--- config.mk ---
export PLATFORM = sky130hd
export DESIGN_NAME = spi_gpio_expander
export DESIGN_NICKNAME = d
export VERILOG_FILES = /design/src/rtl/spi_gpio_expander.sv
export SDC_FILE = /design/constraint.sdc
export NUM_CORES = 1
export LEC_CHECK = 0
export ABC_AREA = 1
export BUFFER_PORTS_ARGS = -buffer_cell sky130_fd_sc_hd__buf_2
export CORE_MARGIN = 1.5
export CORE_UTILIZATION = 50
export DETAILED_ROUTE_END_ITERATION = 8
export GPL_TIMING_DRIVEN = 0
export PLACE_DENSITY_LB_ADDON = 0.05
export SETUP_SLACK_MARGIN = 0.2
export SKIP_LAST_GASP = 1
export SYNTH_ARGS = -nofsm -noshare
export SYNTH_HDL_FRONTEND = slang
export SYNTH_SLANG_ARGS = --single-unit
--- constraint.sdc ---
create_clock -name clk -period 1.85 [get_ports clk]
set_input_delay 0.4625 -clock clk [delete_from_list [all_inputs] [get_ports clk]]
set_output_delay 0.4625 -clock clk [all_outputs]
set_load 0.02 [all_outputs]
--- src/rtl/spi_gpio_expander.sv ---
module spi_gpio_expander #(
  parameter logic [3:0] DEV_CODE = 4'b0100
)(
  input  logic       clk,
  input  logic       rst_n,
  input  logic [2:0] hw_addr,
  input  logic       spi_cs_n,
  input  logic       spi_sck,
  input  logic       spi_mosi,
  output logic       spi_miso,
  output logic       spi_miso_oe,
  input  logic [7:0] pad_in,
  output logic [7:0] pad_oe,
  output logic [7:0] pad_out,
  input  logic [7:0] irq_flag,
  input  logic [7:0] irq_capture,
  output logic [7:0] cfg_inten,
  output logic [7:0] cfg_defval,
  output logic [7:0] cfg_intcon,
  output logic [7:0] cfg_ctrl,
  output logic [7:0] pull_en
);
  localparam logic [7:0] A_DIR  = 8'h00, A_POL = 8'h01, A_IEN = 8'h02, A_CMP  = 8'h03,
                         A_IMOD = 8'h04, A_CTL = 8'h05, A_PUL = 8'h06, A_FLAG = 8'h07,
                         A_CAP  = 8'h08, A_PRT = 8'h09, A_LAT = 8'h0A;
  localparam int B_HOLD  = 5;
  localparam int B_MATCH = 3;
  localparam logic [1:0] PH_CTRL = 2'd0, PH_ADDR = 2'd1, PH_DATA = 2'd2;

  logic [1:0] sck_q, cs_q, mosi_q;
  logic       sck_d;
  always_ff @(posedge clk or negedge rst_n)
    if (!rst_n) begin
      sck_q <= '0; cs_q <= '1; mosi_q <= '0; sck_d <= 1'b0;
    end else begin
      sck_q  <= {sck_q[0], spi_sck};
      cs_q   <= {cs_q[0], spi_cs_n};
      mosi_q <= {mosi_q[0], spi_mosi};
      sck_d  <= sck_q[1];
    end

  wire active = ~cs_q[1];
  wire rise   = sck_q[1] & ~sck_d;
  wire fall   = ~sck_q[1] & sck_d;

  logic [2:0] bit_cnt;
  logic [6:0] rx_sh;
  logic [1:0] phase;
  logic       sel, rd;
  logic [7:0] ptr, tx_sh;
  logic [7:0] dir, pol, ien, cmp, imod, ctl, pul, lat;
  logic [7:0] rdata;

  wire [7:0] rx_byte   = {rx_sh, mosi_q[1]};
  wire       byte_done = active & rise & (bit_cnt == 3'd7);
  wire       ctrl_ok   = (rx_byte[7:4] == DEV_CODE) & (~ctl[B_MATCH] | (rx_byte[3:1] == hw_addr));
  wire [7:0] ptr_nx    = ctl[B_HOLD] ? ptr : ((ptr == A_LAT) ? 8'h00 : ptr + 8'd1);
  wire       wr_en     = byte_done & (phase == PH_DATA) & sel & ~rd;
  wire       load      = active & fall & (bit_cnt == 3'd0) & (phase == PH_DATA) & sel & rd;

  always_comb
    case (ptr)
      A_DIR:   rdata = dir;
      A_POL:   rdata = pol;
      A_IEN:   rdata = ien;
      A_CMP:   rdata = cmp;
      A_IMOD:  rdata = imod;
      A_CTL:   rdata = ctl;
      A_PUL:   rdata = pul;
      A_FLAG:  rdata = irq_flag;
      A_CAP:   rdata = irq_capture;
      A_PRT:   rdata = pad_in ^ pol;
      A_LAT:   rdata = lat;
      default: rdata = 8'h00;
    endcase

  always_ff @(posedge clk or negedge rst_n)
    if (!rst_n) begin
      bit_cnt <= '0; rx_sh <= '0; phase <= PH_CTRL; sel <= 1'b0; rd <= 1'b0;
      ptr <= '0; tx_sh <= '0;
    end else if (!active) begin
      bit_cnt <= '0; phase <= PH_CTRL; sel <= 1'b0; rd <= 1'b0; tx_sh <= '0;
    end else begin
      if (rise) begin
        rx_sh   <= rx_byte[6:0];
        bit_cnt <= bit_cnt + 3'd1;
      end
      if (byte_done)
        case (phase)
          PH_CTRL: begin sel <= ctrl_ok; rd <= rx_byte[0]; phase <= PH_ADDR; end
          PH_ADDR: begin ptr <= rx_byte; phase <= PH_DATA; end
          default: if (wr_en) ptr <= ptr_nx;
        endcase
      if (load) begin
        tx_sh <= rdata;
        ptr   <= ptr_nx;
      end else if (fall)
        tx_sh <= {tx_sh[6:0], 1'b0};
    end

  always_ff @(posedge clk or negedge rst_n)
    if (!rst_n) begin
      dir <= 8'hFF; pol <= '0; ien <= '0; cmp <= '0; imod <= '0; ctl <= '0; pul <= '0; lat <= '0;
    end else if (wr_en)
      case (ptr)
        A_DIR:          dir  <= rx_byte;
        A_POL:          pol  <= rx_byte;
        A_IEN:          ien  <= rx_byte;
        A_CMP:          cmp  <= rx_byte;
        A_IMOD:         imod <= rx_byte;
        A_CTL:          ctl  <= rx_byte;
        A_PUL:          pul  <= rx_byte;
        A_PRT, A_LAT:   lat  <= rx_byte;
        default: ;
      endcase

  assign pad_oe      = ~dir;
  assign pad_out     = lat;
  assign cfg_inten   = ien;
  assign cfg_defval  = cmp;
  assign cfg_intcon  = imod;
  assign cfg_ctrl    = ctl;
  assign pull_en     = pul;
  assign spi_miso_oe = active & sel & rd & (phase == PH_DATA);
  assign spi_miso    = spi_miso_oe & tx_sh[7];

  AST_IDLE_HIZ: assert property (@(posedge clk) disable iff (!rst_n)
    spi_cs_n && $past(spi_cs_n) && $past(spi_cs_n, 2) |-> !spi_miso_oe);
  AST_UNSEL_QUIET: assert property (@(posedge clk) disable iff (!rst_n)
    !sel |-> !spi_miso_oe);
  AST_IDLE_FROZEN: assert property (@(posedge clk) disable iff (!rst_n)
    !active |=> $stable(pad_oe) && $stable(pad_out) && $stable(cfg_ctrl));
  AST_WRITE_AT_BOUNDARY: assert property (@(posedge clk) disable iff (!rst_n)
    (pad_out != $past(pad_out)) |-> $past(byte_done));
  AST_READ_NO_WRITE: assert property (@(posedge clk) disable iff (!rst_n)
    (rd && phase == PH_DATA) |=> $stable(pad_out) && $stable(pad_oe));
endmodule

==> results of run 1 <==
-- worst paths after layout --
check / cells after the start / end / slack [ns]
min in group clk: 1 / cs_q[0] / 0.16
worst max-delay path: 5 / spi_miso / -0.10
worst min-delay path: 1 / cfg_inten[3] / 0.06
worst max register to register: 10 / ptr[6] / -0.10
worst min register to register: 0 / cs_q[1] / 0.36
max in group asynchronous: 2 / cs_q[0] / 1.05
-- metal layers --
metal	up-vias	track usage [%]	part of all wire, %
met5	-	0	0
met4	0	17.0	5.2
met3	83	4.00	7.9
met2	320	48.1	47
met1	2601	42.9	40
li1	2458	-	-
-- power groups by stage --
stage | sequential (W) | combinational, W | clock [W]
finish | 0.00231 | 0.000380 | 0.00134
global route | 0.00231 | 0.000408 | 0.00143
CTS | 0.00230 | 0.000332 | 0.00134
detailed placement | 0.00234 | 0.000325 | 0
global placement | 0.00234 | 0.000311 | 0
floorplan | 0.00233 | 0.000128 | 0
-- registers in the layout (all words and copies together), names as in the netlist --
name,flops
pol,8
pad_out,8
bit_cnt,3
cfg_ctrl,8
mosi_q,2
rd,1
pull_en,8
rx_sh,7
cs_q,2
cfg_defval,8
dir,8
phase,2
sck_d,1
tx_sh,8
sel,1
ptr,8
cfg_intcon,8
sck_q,2
cfg_inten,8
-- timing repair --
action,in CTS,in global routing
endpoints found under the setup margin,84,85
buffers inserted,35,22
gates cloned,7,8
resized for setup,145,196
pin swaps,41,26
-- placed cells by master (no fill, tap or decap), types with 8 or more instances in the layout --
| cell type | n |
|---|---|
| nor2_4 | 19 |
| o21ai_1 | 36 |
| inv_1 | 31 |
| o21ai_0 | 22 |
| nand3_2 | 11 |
| nand2_1 | 196 |
| nand3_1 | 31 |
| inv_2 | 9 |
| nand2_2 | 39 |
| dfrtp_1 | 90 |
| xor2_1 | 13 |
| nor2_2 | 21 |
| clkbuf_8 | 9 |
| buf_8 | 8 |
| buf_2 | 87 |
| nand2_4 | 9 |
| dfstp_2 | 10 |
| buf_6 | 28 |
| o21ai_2 | 29 |
| buf_4 | 38 |
| nor2_1 | 17 |
| nor3_1 | 8 |
-- synthesized netlist by cell type (all sizes together) --
master,number
a21oi,6
a22o,1
a22oi,1
a31oi,1
and2,1
buf,5
clkbuf,13
clkinv,1
dfrtp,91
dfstp,10
ha,7
inv,44
nand2,247
nand3,48
nand3b,1
nand4,5
nor2,51
nor3,10
nor4,1
o211ai,2
o21ai,88
o31ai,2
or2,1
xor2,13
-- cell type report --
type                            instances  area share (%)
Inverter                               45            2.48
Multi-Input combinational cell        492            40.0
Buffer                                 18            2.61
Clock buffer                            9            1.67
Timing Repair Buffer                  156            16.0
Sequential cell                       101            34.2
Clock inverter                          7           0.775
Tap cell                              133            2.24
-- worst max-delay path, delay by kind of cell (launching register included) --
kind / cells / cell delay, ns
and+or+nand+nor: 4 / 0.58
buffers and inverters: 1 / 0.11
DFF: 1 / 0.42
-- through the flow --
step | std cells | setup TNS (ns) | instance area, um2 | setup WS, ns
2_1_floorplan | 650 | 0 | 5030 | 0.0873
3_3_place_gp | 872 | -95.81 | 5650 | -0.740
3_5_place_dp | 873 | -30.26 | 5680 | -0.495
4_1_cts | 931 | -0.697 | 6680 | -0.0620
5_1_grt | 961 | -7.04 | 7430 | -0.198
6_report | 961 | -1.19 | 7430 | -0.105
-- logic make-up after synthesis --
logic type / after synthesis
buffers and inverters: 63
and+or+nand+nor: 365
adders and majority gates: 7
xor gates and xnor gates: 13
AOI/OAI and AO/OA: 101
DFF: 101
==> impl_metrics.env, run 1 <==
export IMPL_status="finished with violations"
export IMPL_violations="setup timing"
export IMPL_synth_area_per_cell_um2=7.71
export IMPL_drt_total_wl_um=17900
export IMPL_p_sw_w=0.00118
export IMPL_crit_chain="nor2_4 -> nand2_2 -> nor3_4 -> and2_4 -> buf_6"
export IMPL_grt_max_degree=62
export IMPL_ys_seq_area_share_pct=50.7
export IMPL_utilization_pct=76.3
export IMPL_clock_sinks=101
export IMPL_final_setup_viol_count=33
export IMPL_tritoncts="built"
export IMPL_multiInputGateArea_um2=2970
export IMPL_netlist_area_um2=5010
export IMPL_combPwrFrac_pct=9.5
export IMPL_synth_top_family_by_area="simple AND/OR/NAND/NOR gates"
export IMPL_io_pins=90
export IMPL_grt_pass1_vias=4764
export IMPL_synth_area_leaders="dfrtp_1, nand2_1, o21ai_0"
export IMPL_crit_path_start_kind="register"
export IMPL_rows=36
export IMPL_muxShareOfSynthArea_pct=0
export IMPL_core_area_um2=9730
export IMPL_cts_root_buffer="clkbuf_8"
export IMPL_die_x_um=103
export IMPL_crit_start="phase[0]"
export IMPL_dieArea_um2=10600
export IMPL_nFillCells=683
export IMPL_firstDrtPassIters=5
export IMPL_yosys_area_top_type="dfrtp_1"
export IMPL_drt_iter0_drc=384
export IMPL_grt_setup_unrepaired="yes"
export IMPL_synth_nets=689
export IMPL_criticalPathCategory="register to output pin"
export IMPL_diodes=0
export IMPL_min_period_ns=1.95
export IMPL_hold_path_class="primary input to asynchronous set/reset pin"
export IMPL_fin_worst_skew_ns=0.0138
export IMPL_swShare_pct=29.4
export IMPL_synthToLayoutAreaGrowth_pct=48.2
export IMPL_regArea_um2=2540
export IMPL_synth_warnings=0
export IMPL_start_util_pct=51.5
export IMPL_ys_ff_latch=101
export IMPL_dieHeight_um=103
export IMPL_cp_slowest_cell="dfrtp_1"
export IMPL_total_power_w=0.00402
export IMPL_postRouteAntennaNets=0
export IMPL_gp_congestion=0.877
export IMPL_ys_types=33
export IMPL_htreeDepth=3
export IMPL_hold_buffers=0
export IMPL_viasPerCell=5.68
export IMPL_fin_nets=862
export IMPL_maxSlewViolCount=0
export IMPL_rr_startpoint="ptr[1]"
export IMPL_yosys_area_share_simple_pct=30.0
export IMPL_finalHoldViolations=0
export IMPL_clkPwrFrac_pct=33.2
export IMPL_leakagePower_nw=3.69
export IMPL_arrival_ns=1.49
export IMPL_worst_pin_slew_ns=0.959
export IMPL_hpwl_um=10300
export IMPL_endpoint_kind="output pin"
export IMPL_synth_fa_ha_area_share_pct=1.75
export IMPL_antenna_found_initial=0
export IMPL_synth_top_area_share_pct=45.4
export IMPL_worstPathRequired_ns=1.39
export IMPL_clock_latency_ns=0.39
export IMPL_synth_compound_area_share_pct=10.4
export IMPL_fmax_ghz=0.512
export IMPL_grt_overflow=0
export IMPL_port_buffers=89
export IMPL_grt_usage_pct=31.2
export IMPL_ir_drop_mv=0.609
export IMPL_p_seq_share_pct=57.3
export IMPL_cap_viol_max_count=0
export IMPL_cts_buffers=9
export IMPL_max_stage_delay_ns=0.42
export IMPL_routedWlPerCell_um=18.6
export IMPL_grt_pass1_wl_um=24500
export IMPL_fin_ws_ns=-0.105
export IMPL_fin_crit_sh_pct=106
export IMPL_cts_clk_slew_worst_paths_ns=0.11
export IMPL_clockBufferDepth=2
export IMPL_drc_errors=0
export IMPL_syn_inst=650
export IMPL_layout_drive_gt1_share_pct=43.7
export IMPL_routed_via_count=5462
export IMPL_relSlewSlack_pct=36.1
export IMPL_power_density_nw_per_um2=542
export IMPL_holdWs_ns=0.0580
export IMPL_crit_fanout=2
export IMPL_synthXorXnorAreaFrac_pct=2.27
export IMPL_internal_power_w=0.00284
No activity file was read; power rests on OpenSTA's default activity.
==> inputs of run 2 (changes only) <==
MAX_ROUTING_LAYER = met4   (was unset)
==> impl_metrics.env, run 2 (synthesis gave the netlist of run 1 again) <==
export IMPL_layout_drive_gt1_share_pct=43.5
export IMPL_dieArea_um2=10600
export IMPL_crit_path_start_kind="register"
export IMPL_ir_drop_mv=0.604
export IMPL_cp_slowest_cell="dfrtp_1"
export IMPL_cts_buffers=9
export IMPL_core_area_um2=9730
export IMPL_maxSlewViolCount=0
export IMPL_arrival_ns=1.47
export IMPL_cts_clk_slew_worst_paths_ns=0.10
export IMPL_max_stage_delay_ns=0.42
export IMPL_cts_root_buffer="clkbuf_8"
export IMPL_total_power_w=0.00402
export IMPL_worst_pin_slew_ns=0.904
export IMPL_grt_usage_pct=32.2
export IMPL_tritoncts="built"
export IMPL_htreeDepth=3
export IMPL_routedWlPerCell_um=18.8
export IMPL_finalHoldViolations=0
export IMPL_criticalPathCategory="register to output pin"
export IMPL_min_period_ns=1.94
export IMPL_fin_tns_setup_ns=-1.48
export IMPL_grt_setup_unrepaired="yes"
export IMPL_crit_chain="nor2_4 -> nand2_2 -> nor3_4 -> and2_4 -> buf_6"
export IMPL_rows=36
export IMPL_ff2ff_setup_slack_ns=-0.08
export IMPL_dieHeight_um=103
export IMPL_drt_total_wl_um=18000
export IMPL_most_common_layout_cells="nand2_1, dfrtp_1, buf_2"
export IMPL_leakagePower_nw=3.68
export IMPL_firstDrtPassIters=5
export IMPL_critPathTopFamily="simple AND/OR/NAND/NOR gates"
export IMPL_path_buf_inv=1
export IMPL_worstPathRequired_ns=1.39
export IMPL_nFillCells=677
export IMPL_fin_ws_ns=-0.0865
export IMPL_grt_pass1_vias=4764
export IMPL_hold_path_class="primary input to asynchronous set/reset pin"
export IMPL_fmax_ghz=0.516
export IMPL_fin_crit_sh_pct=105
export IMPL_regArea_um2=2540
export IMPL_io_pins=90
export IMPL_clock_latency_ns=0.38
export IMPL_cap_viol_max_count=0
export IMPL_status="finished with violations"
export IMPL_power_density_nw_per_um2=543
export IMPL_relSlewSlack_pct=39.7
export IMPL_mostFrequentLayoutCell="nand2_1"
export IMPL_synthToLayoutAreaGrowth_pct=47.9
export IMPL_drc_errors=0
export IMPL_gp_congestion=0.891
export IMPL_die_x_um=103
export IMPL_grt_max_degree=62
export IMPL_violations="setup timing"
export IMPL_crit_fanout=2
export IMPL_final_setup_viol_count=37
export IMPL_viasPerCell=5.71
export IMPL_clock_sinks=101
export IMPL_routed_via_count=5484
export IMPL_holdWs_ns=0.0645
export IMPL_multiInputGateArea_um2=2970
export IMPL_endpoint_kind="output pin"
export IMPL_diodes=0
export IMPL_clockBufferDepth=2
export IMPL_fin_nets=861
export IMPL_antenna_found_initial=0
export IMPL_grt_pass1_wl_um=24500
export IMPL_drt_iter0_drc=507
export IMPL_hpwl_um=10300
export IMPL_fin_worst_skew_ns=0.00798
export IMPL_postRouteAntennaNets=0
export IMPL_start_util_pct=51.5
export IMPL_hold_buffers=0
export IMPL_port_buffers=89
export IMPL_grt_overflow=0
==> run 2: changes by cell type in the layout (fill, tap and decap cells not counted) <==
cell | previous run | this run
buf_2 | 87 | 88
buf_4 | 38 | 37
buf_6 | 28 | 27
nand2_1 | 196 | 197
nand2_2 | 39 | 38
==> run 2: where the power goes <==
group	switching, W	internal (W)
Clock	0.000831	0.000505
Sequential	0.0000496	0.00226
Combinational	0.000304	0.0000766
==> run 2: final timing paths <==
kind                                 start      endpoint  depth (start not counted)
worst max-delay path              phase[0]      spi_miso                          5
worst min-delay path                 rst_n  cfg_inten[5]                          1
worst max register to register  bit_cnt[0]        pol[0]                          9
worst min register to register     cs_q[0]       cs_q[1]                          0
max in group asynchronous            rst_n       cs_q[0]                          2
min in group clk                  spi_cs_n       cs_q[0]                          1
==> run 2: layout make-up <==
cell class / instances / area share, %
buffer: 18 / 2.62
clock buffer: 9 / 1.67
clock inverter: 7 / 0.777
inverter: 45 / 2.48
multi-input combinational: 492 / 40.0
sequential: 101 / 34.3
tap: 133 / 2.25
timing repair buffer: 155 / 15.9
==> run 2: metrics by stage <==
stage | instance area (um2) | worst slack [ns] | utilization (%) | instances
6_report | 7410 | -0.0865 | 76.2 | 960
5_1_grt | 7410 | -0.197 | 76.2 | 960
4_1_cts | 6680 | -0.0620 | 68.6 | 931
3_5_place_dp | 5680 | -0.495 | 58.3 | 873
3_3_place_gp | 5650 | -0.740 | 58.0 | 872
2_1_floorplan | 5030 | 0.0873 | - | 650
==> run 2: repair_timing <==
action | 4_1_cts | 5_1_grt
pin swaps | 41 | 25
setup endpoints to repair | 84 | 88
gates resized for setup | 145 | 193
setup buffers | 35 | 21
gates cloned | 7 | 8
==> run 2: per-layer routing <==
layer	wire (um)	vias up	track usage, %
li1	-	2445	-
met1	7250	2649	42.9
met2	8540	314	48.7
met3	1480	76	3.73
met4	773	0	16.3
met5	0	-	-
==> inputs of run 3 (changes only) <==
GPL_TIMING_DRIVEN = 1   (was 0)
==> impl_metrics.env, run 3 (synthesis gave the netlist of run 1 again) <==
export IMPL_firstDrtPassIters=7
export IMPL_clock_latency_ns=0.39
export IMPL_fin_nets=851
export IMPL_hpwl_um=10600
export IMPL_cap_viol_max_count=0
export IMPL_clock_sinks=101
export IMPL_diodes=0
export IMPL_grt_setup_unrepaired="yes"
export IMPL_gp_congestion=1.01
export IMPL_post_place_ws_ns=-0.110
export IMPL_viasPerCell=5.77
export IMPL_fin_cells=950
export IMPL_most_common_layout_cells="nand2_1, dfrtp_1, buf_2"
export IMPL_layout_drive_gt1_share_pct=48.2
export IMPL_relSlewSlack_pct=55.6
export IMPL_cp_slowest_cell="dfrtp_1"
export IMPL_crit_fanout=2
export IMPL_port_buffers=89
export IMPL_synthToLayoutAreaGrowth_pct=51.5
export IMPL_start_util_pct=51.5
export IMPL_dpl_instance_area_um2=5930
export IMPL_worst_pin_slew_ns=0.665
export IMPL_routedWlPerCell_um=19.4
export IMPL_final_setup_viol_count=10
export IMPL_grt_usage_pct=33.3
export IMPL_htreeDepth=3
export IMPL_cts_buffers=9
export IMPL_cts_root_buffer="clkbuf_8"
export IMPL_status="finished with violations"
export IMPL_tritoncts="built"
export IMPL_routed_via_count=5478
export IMPL_antenna_found_initial=0
export IMPL_io_pins=90
export IMPL_criticalPathCategory="register to output pin"
export IMPL_grt_pass1_vias=4967
export IMPL_crit_chain="inv_2 -> nor2_4 -> nand2_2 -> nor3_4 -> and2_4 -> buf_6"
export IMPL_nFillCells=651
export IMPL_rows=36
export IMPL_postRouteAntennaNets=0
export IMPL_endpoint_kind="output pin"
export IMPL_min_period_ns=1.98
export IMPL_fin_ws_ns=-0.126
export IMPL_final_area_um2=7590
export IMPL_max_stage_delay_ns=0.41
export IMPL_fmax_ghz=0.506
export IMPL_finalHoldViolations=0
export IMPL_path_buf_inv=2
export IMPL_dieArea_um2=10600
export IMPL_grt_overflow=0
export IMPL_worstPathRequired_ns=1.39
export IMPL_mostFrequentLayoutCell="nand2_1"
export IMPL_clockBufferDepth=2
export IMPL_dieHeight_um=103
export IMPL_hold_path_class="primary input to register"
export IMPL_drt_iter0_drc=456
export IMPL_leakagePower_nw=3.64
export IMPL_drt_total_wl_um=18400
export IMPL_drc_errors=0
export IMPL_maxSlewViolCount=0
export IMPL_cts_clk_slew_worst_paths_ns=0.11
export IMPL_critPathTopFamily="simple AND/OR/NAND/NOR gates"
export IMPL_core_area_um2=9730
export IMPL_violations="setup timing"
export IMPL_fin_crit_sh_pct=107
export IMPL_die_x_um=103
export IMPL_fin_worst_skew_ns=0.0118
export IMPL_grt_pass1_wl_um=25500
export IMPL_place_inst=893
export IMPL_crit_path_start_kind="register"
export IMPL_ir_drop_mv=0.461
export IMPL_grt_max_degree=43
export IMPL_arrival_ns=1.51
export IMPL_power_density_nw_per_um2=555
-- run 3: cell types whose count changed in the layout (fill, tap and decap cells not counted), moves of 6 or more --
cell	previous run	this run
nand2_1	197	162
nand2_4	9	17
nand3_2	11	5
buf_12	4	10
nand2_2	38	65
nor2_2	21	12
-- run 3: path summary, 6_finish.rpt --
path | to | start | slack (ns) | depth (start not counted)
worst max-delay path | spi_miso | phase[1] | -0.13 | 6
worst min-delay path | cs_q[0] | spi_cs_n | 0.17 | 1
worst max register to register | ptr[5] | ptr[0] | -0.04 | 8
worst min register to register | sck_q[1] | sck_q[0] | 0.36 | 0
max in group asynchronous | cs_q[1] | rst_n | 0.75 | 3
min in group asynchronous | pol[3] | rst_n | 0.50 | 2
-- run 3: final cells by class --
class,instances,area (um2),area share (%)
Multi-Input combinational cell,491,3230,42.5
Clock buffer,10,138,1.81
Sequential cell,101,2540,33.5
Clock inverter,6,70.1,0.923
Inverter,45,179,2.36
Tap cell,133,166,2.19
Timing Repair Buffer,164,1270,16.7
-- run 3: what timing repair did --
item,in CTS,in global routing
setup endpoints to repair,84,87
hold buffers,1,0
endpoints found under the hold margin,17,0
pin swaps,57,49
buffers inserted,22,7
gates resized for setup,192,185
cloned,8,3
-- run 3: routing by layer --
metal,part of all wire (%),track usage [%],up-vias
met5,0,-,-
met1,39,41.8,2636
met4,3.8,13.6,0
met2,49,53.9,330
li1,-,-,2437
met3,7.9,5.63,75
-- run 3: power by group --
group	switching (W)	total [W]	internal, W
registers	0.0000498	0.00231	0.00226
clock network	0.000830	0.00150	0.000674
logic	0.000314	0.000406	0.0000924
-- run 3: through the flow --
step	util (%)	hold WS, ns	total power [W]	setup TNS [ns]
2_1_floorplan	-	0.167	0.00246	0
3_3_place_gp	60.9	0.331	0.00268	-0.000456
3_5_place_dp	60.9	0.345	0.00269	-1.36
4_1_cts	71.3	0.161	0.00417	-0.244
5_1_grt	78.0	0.155	0.00436	-3.57
6_report	78.0	0.167	0.00422	-0.371
